## config.mk

```make
export PLATFORM = sky130hd
export DESIGN_NAME = mfidx_periodic_gate
export DESIGN_NICKNAME = d
export VERILOG_FILES = /design/src/rtl/mfidx_pkg.sv /design/src/rtl/mfidx_counter.sv /design/src/rtl/mfidx_pen_gate.sv /design/src/rtl/mfidx_list_addr.sv /design/src/rtl/mfidx_periodic_gate.sv
export SDC_FILE = /design/constraint.sdc
export NUM_CORES = 1
export LEC_CHECK = 0
export ABC_AREA = 1
export CAP_MARGIN = 25
export CORE_AREA = 4 4 73 75
export DETAILED_ROUTE_END_ITERATION = 16
export DIE_AREA = 0 0 77 79
export PLACE_DENSITY = 0.83
export SETUP_SLACK_MARGIN = 0.4
export SYNTH_ARGS = -nofsm -noshare
export SYNTH_HDL_FRONTEND = slang
export SYNTH_SLANG_ARGS = --single-unit
export TNS_END_PERCENT = 5
```

## constraint.sdc

```tcl
create_clock -name clk_i -period 3.25 [get_ports clk_i]
set_input_delay 0.4875 -clock clk_i [delete_from_list [all_inputs] [get_ports clk_i]]
set_output_delay 0.4875 -clock clk_i [all_outputs]
set_load 0.1 [all_outputs]
```

## src/rtl/mfidx_pkg.sv

```systemverilog
package mfidx_pkg;
  localparam int unsigned IDX_W_DEF   = 14;
  localparam int unsigned UF_W_DEF    = 3;
  localparam int unsigned ADDR_W_DEF  = 32;
  localparam int unsigned ALIGN_W_DEF = 12;
  localparam int unsigned LIST_W_DEF  = 10;
  localparam int unsigned ENTRY_SH    = 2;  // 4-byte list entries
endpackage

```

## src/rtl/mfidx_counter.sv

```systemverilog
module mfidx_counter #(
  parameter int unsigned IDX_W = mfidx_pkg::IDX_W_DEF,
  parameter int unsigned UF_W  = mfidx_pkg::UF_W_DEF
) (
  input  logic             clk_i,
  input  logic             rst_ni,
  input  logic             adv_i,
  output logic [IDX_W-1:0] idx_o,
  output logic             frame_end_o
);
  logic [IDX_W-1:0] idx_q;

  always_ff @(posedge clk_i or negedge rst_ni) begin
    if (!rst_ni)    idx_q <= '0;
    else if (adv_i) idx_q <= idx_q + IDX_W'(1);
  end

  assign idx_o       = idx_q;
  assign frame_end_o = adv_i && (idx_q[UF_W-1:0] == {UF_W{1'b1}});
endmodule

```

## src/rtl/mfidx_pen_gate.sv

```systemverilog
module mfidx_pen_gate (
  input  logic clk_i,
  input  logic rst_ni,
  input  logic frame_end_i,
  input  logic cmd_we_i,
  input  logic cmd_wdata_i,
  output logic cmd_o,
  output logic sts_o,
  output logic err_o,
  output logic fetch_req_o
);
  logic cmd_q, sts_q, err_q, fetch_q;
  logic agree;

  assign agree = (cmd_q == sts_q);

  always_ff @(posedge clk_i or negedge rst_ni) begin
    if (!rst_ni) begin
      cmd_q   <= 1'b0;
      sts_q   <= 1'b0;
      err_q   <= 1'b0;
      fetch_q <= 1'b0;
    end else begin
      if (cmd_we_i) begin
        if (agree) cmd_q <= cmd_wdata_i;
        else       err_q <= 1'b1;
      end
      // command is only evaluated when microframe field rolls to 0
      if (frame_end_i) sts_q <= cmd_q;
      fetch_q <= frame_end_i & cmd_q;
    end
  end

  assign cmd_o       = cmd_q;
  assign sts_o       = sts_q;
  assign err_o       = err_q;
  assign fetch_req_o = fetch_q;
endmodule

```

## src/rtl/mfidx_list_addr.sv

```systemverilog
module mfidx_list_addr #(
  parameter int unsigned ADDR_W  = mfidx_pkg::ADDR_W_DEF,
  parameter int unsigned ALIGN_W = mfidx_pkg::ALIGN_W_DEF,
  parameter int unsigned LIST_W  = mfidx_pkg::LIST_W_DEF,
  parameter int unsigned FRAME_W = mfidx_pkg::IDX_W_DEF - mfidx_pkg::UF_W_DEF
) (
  input  logic               clk_i,
  input  logic               rst_ni,
  input  logic               base_we_i,
  input  logic [ADDR_W-1:0]  base_wdata_i,
  input  logic               sts_i,
  input  logic [FRAME_W-1:0] frame_i,
  output logic [ADDR_W-1:0]  addr_o
);
  localparam int unsigned ENTRY_SH = mfidx_pkg::ENTRY_SH;
  localparam int unsigned HI_W     = ADDR_W - ALIGN_W;
  localparam int unsigned PAD_W    = ALIGN_W - LIST_W - ENTRY_SH;

  logic [HI_W-1:0]   base_q;
  logic [LIST_W-1:0] entry;
  logic [ADDR_W-1:0] raw;

  always_ff @(posedge clk_i or negedge rst_ni) begin
    if (!rst_ni)        base_q <= '0;
    else if (base_we_i) base_q <= base_wdata_i[ADDR_W-1:ALIGN_W];
  end

  assign entry = frame_i[LIST_W-1:0];

  generate
    if (PAD_W > 0) begin : g_pad
      assign raw = {base_q, {PAD_W{1'b0}}, entry, {ENTRY_SH{1'b0}}};
    end else begin : g_nopad
      assign raw = {base_q, entry, {ENTRY_SH{1'b0}}};
    end
    if (FRAME_W > LIST_W) begin : g_hi_frame
      logic unused_frame_hi;
      assign unused_frame_hi = ^frame_i[FRAME_W-1:LIST_W];
    end
  endgenerate

  logic unused_base_lo;
  assign unused_base_lo = ^base_wdata_i[ALIGN_W-1:0];

  // base is not exposed while the schedule is off
  assign addr_o = sts_i ? raw : '0;
endmodule

```

## src/rtl/mfidx_periodic_gate.sv

```systemverilog
module mfidx_periodic_gate #(
  parameter int unsigned IDX_W   = mfidx_pkg::IDX_W_DEF,
  parameter int unsigned UF_W    = mfidx_pkg::UF_W_DEF,
  parameter int unsigned ADDR_W  = mfidx_pkg::ADDR_W_DEF,
  parameter int unsigned ALIGN_W = mfidx_pkg::ALIGN_W_DEF,
  parameter int unsigned LIST_W  = mfidx_pkg::LIST_W_DEF
) (
  input  logic                    clk_i,
  input  logic                    rst_ni,
  input  logic                    run_i,
  input  logic                    tick_i,
  input  logic                    cmd_we_i,
  input  logic                    cmd_wdata_i,
  input  logic                    base_we_i,
  input  logic [ADDR_W-1:0]       base_wdata_i,
  output logic                    cmd_o,
  output logic                    sts_o,
  output logic                    err_o,
  output logic [IDX_W-1:0]        frame_idx_o,
  output logic [IDX_W-UF_W-1:0]   sof_val_o,
  output logic                    fetch_req_o,
  output logic [ADDR_W-1:0]       fetch_addr_o
);
  localparam int unsigned FRAME_W = IDX_W - UF_W;

  logic             adv, frame_end;
  logic [IDX_W-1:0] idx;
  logic             sts;

  assign adv = run_i & tick_i;

  mfidx_counter #(.IDX_W(IDX_W), .UF_W(UF_W)) u_ctr (
    .clk_i       (clk_i),
    .rst_ni      (rst_ni),
    .adv_i       (adv),
    .idx_o       (idx),
    .frame_end_o (frame_end)
  );

  mfidx_pen_gate u_gate (
    .clk_i       (clk_i),
    .rst_ni      (rst_ni),
    .frame_end_i (frame_end),
    .cmd_we_i    (cmd_we_i),
    .cmd_wdata_i (cmd_wdata_i),
    .cmd_o       (cmd_o),
    .sts_o       (sts),
    .err_o       (err_o),
    .fetch_req_o (fetch_req_o)
  );

  mfidx_list_addr #(
    .ADDR_W(ADDR_W), .ALIGN_W(ALIGN_W), .LIST_W(LIST_W), .FRAME_W(FRAME_W)
  ) u_addr (
    .clk_i        (clk_i),
    .rst_ni       (rst_ni),
    .base_we_i    (base_we_i),
    .base_wdata_i (base_wdata_i),
    .sts_i        (sts),
    .frame_i      (idx[IDX_W-1:UF_W]),
    .addr_o       (fetch_addr_o)
  );

  assign sts_o       = sts;
  assign frame_idx_o = idx;
  assign sof_val_o   = idx[IDX_W-1:UF_W];
endmodule

```

Word-level counts from Yosys, hierarchy flattened
Index checks and enable logic that the tools add are counted.
Cells by class
  add/subtract/negate cells: 1
  $mul: 0
  divide/modulo/power cells: 0
  order comparisons: 0
  equality and inequality tests: 2
  shift-type cells: 0
  multiplexer cells: 1
  bitwise logic cells: 3
  reductions and logical operators: 3
Operator list (number)
  $mux 32: 1
  $add 14x1->14 const B: 1
  $reduce_and 2->1: 2
  $eq 3x3->1 const B: 1
  $and 1x1->1: 2
  $eq 1x1->1: 1
  $logic_and 1x1->1: 1
  $not 1->1: 1
Word-level totals
  bits in registers: 38
  bits in latches: 0
  bits in writable memories: 0
  memory bits (read-only): 0
  bits of input ports: 39
  output and inout port bits: 61
  word-level logic and storage cells: 16
  memories kept: 0

Logic depth before layout (Yosys ltp)
Gate-level depths: netlist (run 1).
  depth after elaboration: 3
  mapped depth: 7
  depth with buffers taken out: 7

Modules after synthesis
From an unflattened synthesis (run 1), not the netlist that was laid out.
Second synthesis, totals
  cell total of the unflattened synthesis: 265
  area total of the unflattened synthesis: 2013.2 sq um
By module, submodules not included
  mfidx_list_addr: times used 1, cells each 151, area an instance 1026.0 sq um, seq. area each 500.5 sq um
  mfidx_counter: times used 1, cells each 84, area an instance 726.9 sq um, seq. area each 350.3 sq um
  mfidx_pen_gate: times used 1, cells each 17, area an instance 170.2 sq um, seq. area each 100.1 sq um
  mfidx_periodic_gate: times used 1, cells each 13, area an instance 90.1 sq um, seq. area each 0.0 sq um

Worst setup path after synthesis (run 1)
OpenSTA, ideal clock, no wires.
  kind: reg-to-output
  from: reg u_gate.sts_q (netlist: u_gate.sts_o)
  to: out fetch_addr_o[8]
  arrival: 2140 ps
  required time: 2762 ps
  slack: 622 ps
  cell stages (with the launch flop): 5
  path buffers: 2
  cells stage by stage: dfrtp_1 -> clkbuf_1 -> clkbuf_1 -> nand2_1 -> inv_1
On the way
  word-level cells in the longest chain between the ends: 1
Ends and longest elaborated chain
  from (decl): RTL line mfidx_pen_gate.sv:12  | logic cmd_q, sts_q, err_q, fetch_q;
  from (signal assigned): RTL line mfidx_pen_gate.sv:29  | if (frame_end_i) sts_q <= cmd_q;
  $mux 32: RTL line mfidx_list_addr.sv:46  | assign addr_o = sts_i ? raw : '0;
  to (decl): RTL line mfidx_periodic_gate.sv:22  | output logic [ADDR_W-1:0] fetch_addr_o
No other way between the ends.

Worst setup path in the final report (run 1)
  from: reg u_gate.sts_q (netlist: u_gate.sts_o)
  to: out fetch_addr_o[17]
The elaborated chain is that of the path after synthesis.

==> impl_metrics.py, run 1 <==
metrics = {
    "power": {
        "total_power_mw": 2.56,
        "powerDensity_nw_per_um2": 949,
        "ir_worst_vdd_v": 0.000949,
        "p_leak_nw": 1.51,
    },
    "synth": {
        "synth_seq_cells": 38,
        "synth.distinct_cells": 21,
        "synth_common_cells": "nand2_1 (54), inv_1 (43), dfrtp_1 (38), mux2_2 (22), buf_4 (13)",
        "synth_ff_type": "dfrtp_1",
        "synth-edff-count": 0,
        "yosys.area.top_type": "dfrtp_1",
        "async_flop_share_pct": 100,
        "syn_area_um2": 1950,
        "yosysTopAreaCellShare_pct": 48.9,
        "yosysWarningCount": 0,
        "syn_area_per_cell_um2": 9.09,
        "yosys.cell_count.top_type": "nand2_1",
        "synth-seq-area-share_pct": 48.9,
        "synth_cells": 214,
        "yosys-top-cells-area": "dfrtp_1 (49%), mux2_2 (13%), nand2_1 (10%)",
    },
    "detailed_routing": {
        "ant_nets": 0,
        "remaining_drc_errors": 0,
        "wl_per_cell_um": 12.5,
        "vias": 1560,
        "totalWireLength_um": 4290,
        "dr.pass1.iters": 4,
        "drt-initial-drc-count": 48,
        "vias_per_cell": 4.56,
    },
    "setup_path": {
        "path_common_cell": "buf_4",
        "cpMaxStageDelayCell": "dfrtp_1",
        "crit_arrival_ps": 1850,
        "endpoint_kind": "output pin",
        "crit_family": "flip-flops",
        "cp_data_required_time_ps": 2760,
        "crit_buf_inv": 3,
        "critPathKind": "reg -> out",
        "worstPathMaxFanout": 19,
        "start_kind": "register",
        "crit_chain": "buf_4 -> nand2_1 -> inv_1 -> buf_4",
        "crit_path_max_incr_delay_ps": 820,
    },
    "timing": {
        "final_hold_viol_count": 0,
        "fmax_mhz": 427,
        "fin_crit_sh_pct": 72.0,
        "fin_skew_ps": 6.43,
        "fin_ws_ps": 911,
        "drv_slew": 0,
        "period_needed_ps": 2340,
        "tns_ps": 0,
        "rsz0062_at_grt": "false",
        "worstMarginPinSlew_ps": 985,
        "slew_headroom_pct": 34.1,
        "setup_viol_count_final": 0,
    },
    "floorplan": {
        "dieArea_um2": 6080,
        "initial_core_util_pct": 41.7,
        "rows": 25,
        "die_h_um": 79,
        "fp.dieW_um": 77,
        "pin_count": 100,
        "core_um2": 4660,
    },
    "place": {
        "dp_hpwl_um": 3240,
        "port_buffers": 85,
        "gp_congestion": 0.739,
        "place_inst": 336,
        "dp_slack_ps": 1120,
    },
    "finish": {
        "final_util_pct": 57.8,
        "fin_nets": 330,
        "drive_above_1_share_pct": 30.9,
        "area_growth_pct": 38.5,
        "stdcell_count": 342,
        "fillers": 415,
        "num_antenna_cells": 0,
    },
    "global_route": {
        "grt_pass1_vias": 1507,
        "grt_max_degree": 39,
        "gr-total-overflow": 0,
        "antenna_found_initial": 0,
        "grt_usage_pct": 15.0,
        "grt_pass1_wl_um": 7250,
    },
    "clocking": {
        "postCtsSetupBuffers": 0,
        "numCtsBuffers": 5,
        "cts.reportedPaths.clkPinSlew_ps": 70,
        "cts_sinks": 38,
        "clk-insertion-delay-late_ps": 280,
        "cts_buffer_depth": 2,
        "cts_hold_buf": 0,
        "cts_tree": "done",
        "root_buffer": "clkbuf_8",
        "htreeDepth": 2,
        "post_cts_resized": 0,
    },
    "min_path": {
        "worst_hold_path_type": "in -> async",
    },
    "job": {
        "drv_cap": 0,
    },
    "outcome": {
        "status": "completed",
    },
}
==> metal layers <==
metal,vias to the layer above,global-route usage (%),share of wire [%]
met1,717,18.9,44
met2,66,25.1,48
li1,777,-,-
met5,-,0,0
met3,0,5.10,8.1
met4,0,3.20,0
==> registers in the layout (all words and copies together) (netlist names) <==
register and flops:
u_addr.base_q 20, u_ctr.idx_o 14, u_gate.cmd_o 1, u_gate.err_o 1
u_gate.fetch_req_o 1, u_gate.sts_o 1
==> power breakdown <==
part / internal (mW) / total [mW] / leakage [nW] / switching (mW)
Sequential: 0.544 / 0.655 / 0.455 / 0.112
Clock: 0.164 / 0.317 / 0.0431 / 0.153
Combinational: 0.314 / 1.59 / 1.02 / 1.27
==> final cells by class <==
class                   count  area (um2)  share of cell area (%)
clock buffers               6        82.6                    3.06
inverters                  43         161                    5.99
multi-input cells         115         714                    26.5
flip-flops and latches     38         951                    35.3
well taps                  54        67.6                    2.51
repair buffers             86         718                    26.6
==> cells by family (layout without fill, tap and decap cells) <==
logic type                 after synthesis  count (layout)  share of synthesized area (%)
other                                    1               2                          0.193
and+or+nand+nor                         76              76                           17.1
xor gates and xnor gates                 9               9                           4.05
DFF                                     38              38                           48.9
adders and majority gates                2               2                           1.29
muxes                                   22              22                           12.7
buffers and inverters                   62             135                           14.6
AOI/OAI and AO/OA                        4               4                           1.16
==> per-stage QoR <==
step | instance area, um2 | hold slack (ps)
3_5_place_dp | 2610 | 476
3_3_place_gp | 2610 | 462
5_1_grt | 2700 | 380
4_1_cts | 2700 | 338
2_1_floorplan | 1950 | 192
6_report | 2700 | 309
==> worst register-to-register path, cell delays in order (launching register included) <==
cell,delay [ps]
dfrtp_1,820
xnor2_1,210
nand2_1,100
nor2_1,90
a21oi_1,40
==> cell usage in the layout, fill, tap and decap left out <==
master	n
inv_1	43
clkdlybuf4s50_1	30
o21ai_1	1
nand2_1	54
dfrtp_1	38
xnor2_1	6
o21ai_0	1
nand4_1	5
mux2_2	22
xor2_1	3
nand3_1	4
nor3_2	2
ha_1	2
buf_4	55
nor2_1	8
nand2_2	2
conb_1	2
a21oi_1	1
buf_2	1
nor3_4	1
clkbuf_8	6
o21bai_1	1
==> worst paths after layout <==
kind                         startpoint           endpoint  slack (ps)  cells past startpoint
setup / recovery           u_gate.sts_o   fetch_addr_o[17]         910                      4
hold / removal                   rst_ni  u_addr.base_q[17]         310                      1
setup reg to reg           u_gate.sts_o       u_gate.cmd_o        1870                      4
hold reg to reg            u_gate.err_o       u_gate.err_o         490                      1
max in group asynchronous        rst_ni       u_gate.cmd_o        2410                      1
min in group clk_i         u_gate.err_o       u_gate.err_o         490                      1
Power figures use the tool's default switching activity.
==> inputs of run 2 (changes only) <==
--- a/config.mk
+++ b/config.mk
@@ -7,10 +7,10 @@
 export LEC_CHECK = 0
 export ABC_AREA = 1
 export CAP_MARGIN = 25
-export CORE_AREA = 4 4 73 75
+export CORE_AREA = 4 4 79 81
 export DETAILED_ROUTE_END_ITERATION = 16
-export DIE_AREA = 0 0 77 79
-export PLACE_DENSITY = 0.83
+export DIE_AREA = 0 0 83 85
+export PLACE_DENSITY = 0.75
 export SETUP_SLACK_MARGIN = 0.4
 export SYNTH_ARGS = -nofsm -noshare
 export SYNTH_HDL_FRONTEND = slang
==> constraint.sdc (replaced) <==
create_clock -name clk_i -period 1.9 [get_ports clk_i]
set_input_delay 0.285 -clock clk_i [delete_from_list [all_inputs] [get_ports clk_i]]
set_output_delay 0.285 -clock clk_i [all_outputs]
set_load 0.1 [all_outputs]
==> run 2 against run 1 <==
Core utilization rose by 5.2 points; largest cell class is now buffers; flip-flop and latch count did not move; highest routed layer is now met4; register-to-register slack got worse by 1300 ps; sequential share of layout area fell by 7.1 points.
==> impl_metrics.py, run 2 (synthesis results as in run 1) <==
metrics = {
    "outcome": {
        "status": "completed",
    },
    "job": {
        "drv_cap": 0,
    },
    "global_route": {
        "grt_pass1_vias": 1677,
        "gr-total-overflow": 0,
        "grt_usage_pct": 14.3,
        "antenna_found_initial": 0,
        "grt_max_degree": 34,
        "grt_pass1_wl_um": 8200,
    },
    "floorplan": {
        "fp.dieW_um": 83,
        "rows": 27,
        "initial_core_util_pct": 35.6,
        "pin_count": 100,
        "core_um2": 5470,
        "dieArea_um2": 7060,
        "die_h_um": 85,
    },
    "finish": {
        "num_antenna_cells": 0,
        "fillers": 442,
        "regMostFlops": "u_addr.base_q",
        "final_common_cell": "buf_12",
        "layout.cells.most_common_list": "buf_12 (40), nand2_2 (32), clkinvlp_4 (30)",
        "area_growth_pct": 77.2,
        "largest_reg_flops": 20,
        "stdcell_count": 367,
        "drive_above_1_share_pct": 58.3,
        "fin_nets": 335,
    },
    "timing": {
        "drv_slew": 0,
        "rsz0062_at_grt": "true",
        "fin_crit_sh_pct": 85.2,
        "fin_skew_ps": 4.50,
        "setup_viol_count_final": 0,
        "fmax_mhz": 618,
        "worstMarginPinSlew_ps": 757,
        "final_hold_viol_count": 0,
        "slew_headroom_pct": 49.5,
        "period_needed_ps": 1620,
        "fin_hold_ws_ps": 68.5,
        "tns_ps": 0,
    },
    "setup_path": {
        "critPathKind": "reg -> out",
        "reg2reg_from": "u_gate.sts_o",
        "reg2reg_slack_ps": 530,
        "reg2reg_depth": 6,
        "crit_start": "u_gate.sts_o",
        "cp_data_required_time_ps": 1620,
        "crit_chain": "buf_12 -> nand2_2 -> clkinvlp_4 -> buf_12",
        "crit_end": "fetch_addr_o[24]",
        "cpMaxStageDelayCell": "dfrtp_4",
        "path_common_cell": "buf_12",
        "timing.rr.end": "u_gate.cmd_o",
        "start_kind": "register",
        "crit_arrival_ps": 1330,
        "endpoint_kind": "output pin",
        "crit_path_max_incr_delay_ps": 500,
        "worstPathMaxFanout": 23,
    },
    "clocking": {
        "cts_buffer_depth": 2,
        "numCtsBuffers": 5,
        "cts_sinks": 38,
        "clk-insertion-delay-late_ps": 290,
        "cts.reportedPaths.clkPinSlew_ps": 70,
        "htreeDepth": 2,
        "cts_tree": "done",
        "root_buffer": "clkbuf_8",
        "post_cts_resized": 0,
    },
    "detailed_routing": {
        "totalWireLength_um": 4810,
        "remaining_drc_errors": 0,
        "ant_nets": 0,
        "drt-initial-drc-count": 33,
        "wl_per_cell_um": 13.1,
        "vias": 1614,
        "dr.pass1.iters": 4,
        "vias_per_cell": 4.40,
    },
    "place": {
        "gp_congestion": 0.726,
        "place_inst": 356,
        "dp_hpwl_um": 3880,
        "port_buffers": 85,
    },
    "power": {
        "ir_worst_vdd_v": 0.00163,
        "p_leak_nw": 1.39,
        "powerDensity_nw_per_um2": 1510,
    },
    "min_path": {
        "worst_hold_path_type": "in -> async",
    },
}
[run 2: through the flow]
step / utilization [%] / area [um2] / setup WS, ps / total power, mW
global route: 63.0 / 3450 / 221 / 5.40
finish: 63.0 / 3450 / 282 / 5.19
global placement: 61.1 / 3350 / 310 / 4.62
CTS: 63.0 / 3450 / 266 / 5.25
floorplan: - / 2210 / 150 / 3.65
detailed placement: 61.1 / 3350 / 289 / 4.68
[run 2: repair_timing]
item,4_1_cts,5_1_grt
setup buffers,3,0
hold buffers,0,0
setup endpoints to repair,30,30
gates cloned,0,0
[run 2: final cells by class]
| class | instances | area, um2 | area share [%] |
|---|---|---|---|
| multi-input cells | 115 | 790 | 22.9 |
| inverters | 43 | 274 | 7.95 |
| flip-flops and latches | 38 | 971 | 28.2 |
| clock buffers | 8 | 80.1 | 2.32 |
| well taps | 72 | 90.1 | 2.61 |
| repair buffers | 91 | 1240 | 36.1 |
[run 2: how the worst min path moves through the flow]
stage	from	endpoint	slack, ps	depth (start not counted)
after global routing	rst_ni	u_addr.base_q[2]	130	1
after CTS	rst_ni	u_addr.base_q[4]	90	1
after floorplan	rst_ni	u_addr.base_q[0]	-10	0
after detailed placement	rst_ni	u_addr.base_q[4]	400	1
final	rst_ni	u_addr.base_q[2]	70	1
after global placement	rst_ni	u_addr.base_q[4]	400	1
[run 2: worst max-delay path: cells and delay by family, from the launching register on]
family        cells  cell delay, ps
flops             1             500
buf+inv           3             450
simple gates      1              90
[run 2: metal layers]
layer  track usage, %  part of all wire [%]  vias to the layer above  routed length [um]
met4             3.27                  0.92                        0                  44
met2             24.5                    50                       57                2410
met1             17.5                    43                      767                2060
met5                0                     0                        -                   0
li1                 -                     -                      784                   -
met3             4.85                   6.1                        6                 292
[run 2: power breakdown]
| part | leakage, nW | internal (mW) | switching, mW |
|---|---|---|---|
| registers | 0.436 | 0.951 | 0.158 |
| clock network | 0.0395 | 0.261 | 0.266 |
| logic | 0.919 | 1.09 | 2.47 |
==> inputs of run 3 (changes only) <==
--- a/config.mk
+++ b/config.mk
@@ -7,10 +7,10 @@
 export LEC_CHECK = 0
 export ABC_AREA = 1
 export CAP_MARGIN = 25
-export CORE_AREA = 4 4 79 81
+export CORE_AREA = 4 4 80 82
 export DETAILED_ROUTE_END_ITERATION = 16
-export DIE_AREA = 0 0 83 85
-export PLACE_DENSITY = 0.75
+export DIE_AREA = 0 0 84 86
+export PLACE_DENSITY = 0.73
 export SETUP_SLACK_MARGIN = 0.4
 export SYNTH_ARGS = -nofsm -noshare
 export SYNTH_HDL_FRONTEND = slang
==> run 3 against run 2 <==
Global-route usage shrank 0.84 points; maximum frequency down 0.20%; non-clock buffer count increased by 1; setup slack lost 3.3 ps; clock power up 26%; combinational power up 1%; count of clock-buffer cells in the layout decreased by 3; register-to-register slack worse by 50 ps; largest power group unchanged.
==> impl_metrics.py, run 3 (synthesis results as in run 1) <==
metrics = {
    "outcome": {
        "status": "completed",
    },
    "timing": {
        "fin_ws_ps": 279,
        "fin_skew_ps": 6.44,
        "fmax_mhz": 617,
        "fin_crit_sh_pct": 85.3,
        "slew_headroom_pct": 55.3,
        "rsz0062_at_grt": "true",
        "fin_hold_ws_ps": 24.1,
        "worstMarginPinSlew_ps": 671,
        "setup_viol_count_final": 0,
        "tns_ps": 0,
        "drv_slew": 0,
        "period_needed_ps": 1620,
        "final_hold_viol_count": 0,
    },
    "global_route": {
        "antenna_found_initial": 0,
        "grt_usage_pct": 13.5,
        "grt_max_degree": 30,
        "gr-total-overflow": 0,
        "grt_pass1_vias": 1619,
        "grt_pass1_wl_um": 7790,
    },
    "setup_path": {
        "crit_family": "flip-flops",
        "reg2reg_depth": 6,
        "crit_buf_inv": 3,
        "reg2reg_slack_ps": 480,
        "crit_path_max_incr_delay_ps": 520,
        "cp_data_required_time_ps": 1620,
        "critPathKind": "reg -> out",
        "crit_chain": "clkbuf_16 -> nand2_2 -> clkinvlp_4 -> buf_12",
        "start_kind": "register",
        "crit_arrival_ps": 1340,
        "cpMaxStageDelayCell": "dfrtp_4",
        "timing.rr.end": "u_gate.cmd_o",
        "reg2reg_from": "u_gate.sts_o",
        "endpoint_kind": "output pin",
        "crit_start": "u_gate.sts_o",
        "worstPathMaxFanout": 11,
    },
    "floorplan": {
        "die_h_um": 86,
        "rows": 28,
        "dieArea_um2": 7220,
        "initial_core_util_pct": 33.9,
        "core_um2": 5750,
        "fp.dieW_um": 84,
        "pin_count": 100,
    },
    "place": {
        "dpl_cell_area_um2": 3360,
        "dp_hpwl_um": 3710,
        "port_buffers": 85,
        "dp_slack_ps": 291,
        "place_inst": 360,
        "gp_congestion": 0.758,
    },
    "min_path": {
        "worst_hold_path_type": "in -> async",
    },
    "finish": {
        "drive_above_1_share_pct": 59.5,
        "fillers": 486,
        "final_common_cell": "buf_12",
        "regMostFlops": "u_addr.base_q",
        "largest_reg_flops": 20,
        "final_util_pct": 61.1,
        "fin_area_um2": 3510,
        "num_antenna_cells": 0,
        "fin_nets": 336,
        "stdcell_count": 371,
        "area_growth_pct": 80.4,
        "layout.cells.most_common_list": "buf_12 (40), nand2_2 (32), clkinvlp_4 (30)",
    },
    "clocking": {
        "clk-insertion-delay-late_ps": 280,
        "root_buffer": "clkbuf_8",
        "htreeDepth": 2,
        "cts.reportedPaths.clkPinSlew_ps": 80,
        "cts_buffer_depth": 2,
        "cts_hold_buf": 0,
        "cts_sinks": 38,
        "cts_tree": "done",
        "numCtsBuffers": 5,
    },
    "detailed_routing": {
        "drt-initial-drc-count": 23,
        "dr.pass1.iters": 4,
        "wl_per_cell_um": 12.9,
        "remaining_drc_errors": 0,
        "ant_nets": 0,
        "vias": 1604,
        "vias_per_cell": 4.32,
        "totalWireLength_um": 4800,
    },
    "power": {
        "powerDensity_nw_per_um2": 1530,
        "ir_worst_vdd_v": 0.00186,
        "p_leak_nw": 1.43,
        "total_power_mw": 5.38,
    },
    "job": {
        "drv_cap": 0,
    },
}
## run 3: changes by cell type in the layout (fill, tap and decap cells not counted), sizes merged
cell	change
bufinv	+1
clkbuf	-2
clkinv	+2
## run 3: worst max-delay path by stage
stage	to	slack [ps]	cells past startpoint
6_report	fetch_addr_o[3]	280	4
5_1_grt	fetch_addr_o[2]	230	4
4_1_cts	fetch_addr_o[2]	260	4
3_5_place_dp	u_ctr.idx_o[11]	290	6
3_3_place_gp	u_ctr.idx_o[10]	310	6
2_1_floorplan	fetch_addr_o[7]	150	4
## run 3: power breakdown
group	switching, mW	internal, mW	total (mW)	leakage, nW
combinational	2.47	1.13	3.60	0.932
clock	0.278	0.386	0.665	0.0579
sequential	0.166	0.950	1.12	0.436
total	2.91	2.47	5.38	1.43
## run 3: cell type report
| cell class | count | area, um2 | area share [%] |
|---|---|---|---|
| multi-input cells | 115 | 790 | 22.5 |
| flip-flops and latches | 38 | 971 | 27.7 |
| clock inverters | 3 | 40.0 | 1.14 |
| inverters | 43 | 274 | 7.81 |
| well taps | 75 | 93.8 | 2.67 |
| repair buffers | 92 | 1270 | 36.3 |
| clock buffers | 5 | 68.8 | 1.96 |
## run 3: worst reg2reg max path, cell delays in order (launching register included)
cell       delay (ps)
dfrtp_4           520
clkbuf_16         190
buf_4             160
xnor2_1           190
nand2_1           100
nor2_1            100
a21oi_1            50
## run 3: routing by layer
layer  routed length [um]  track usage, %  vias up
met2                 2480            23.9       60
li1                     -               -      789
met5                    0               0        -
met4                   47            3.51        0
met3                  263            3.94        5
met1                 2010            16.1      750
## run 3: repair_timing
action,CTS,global route
resized for setup,0,1
buffers inserted,1,1
gates cloned,0,1
endpoints found under the setup margin,31,30
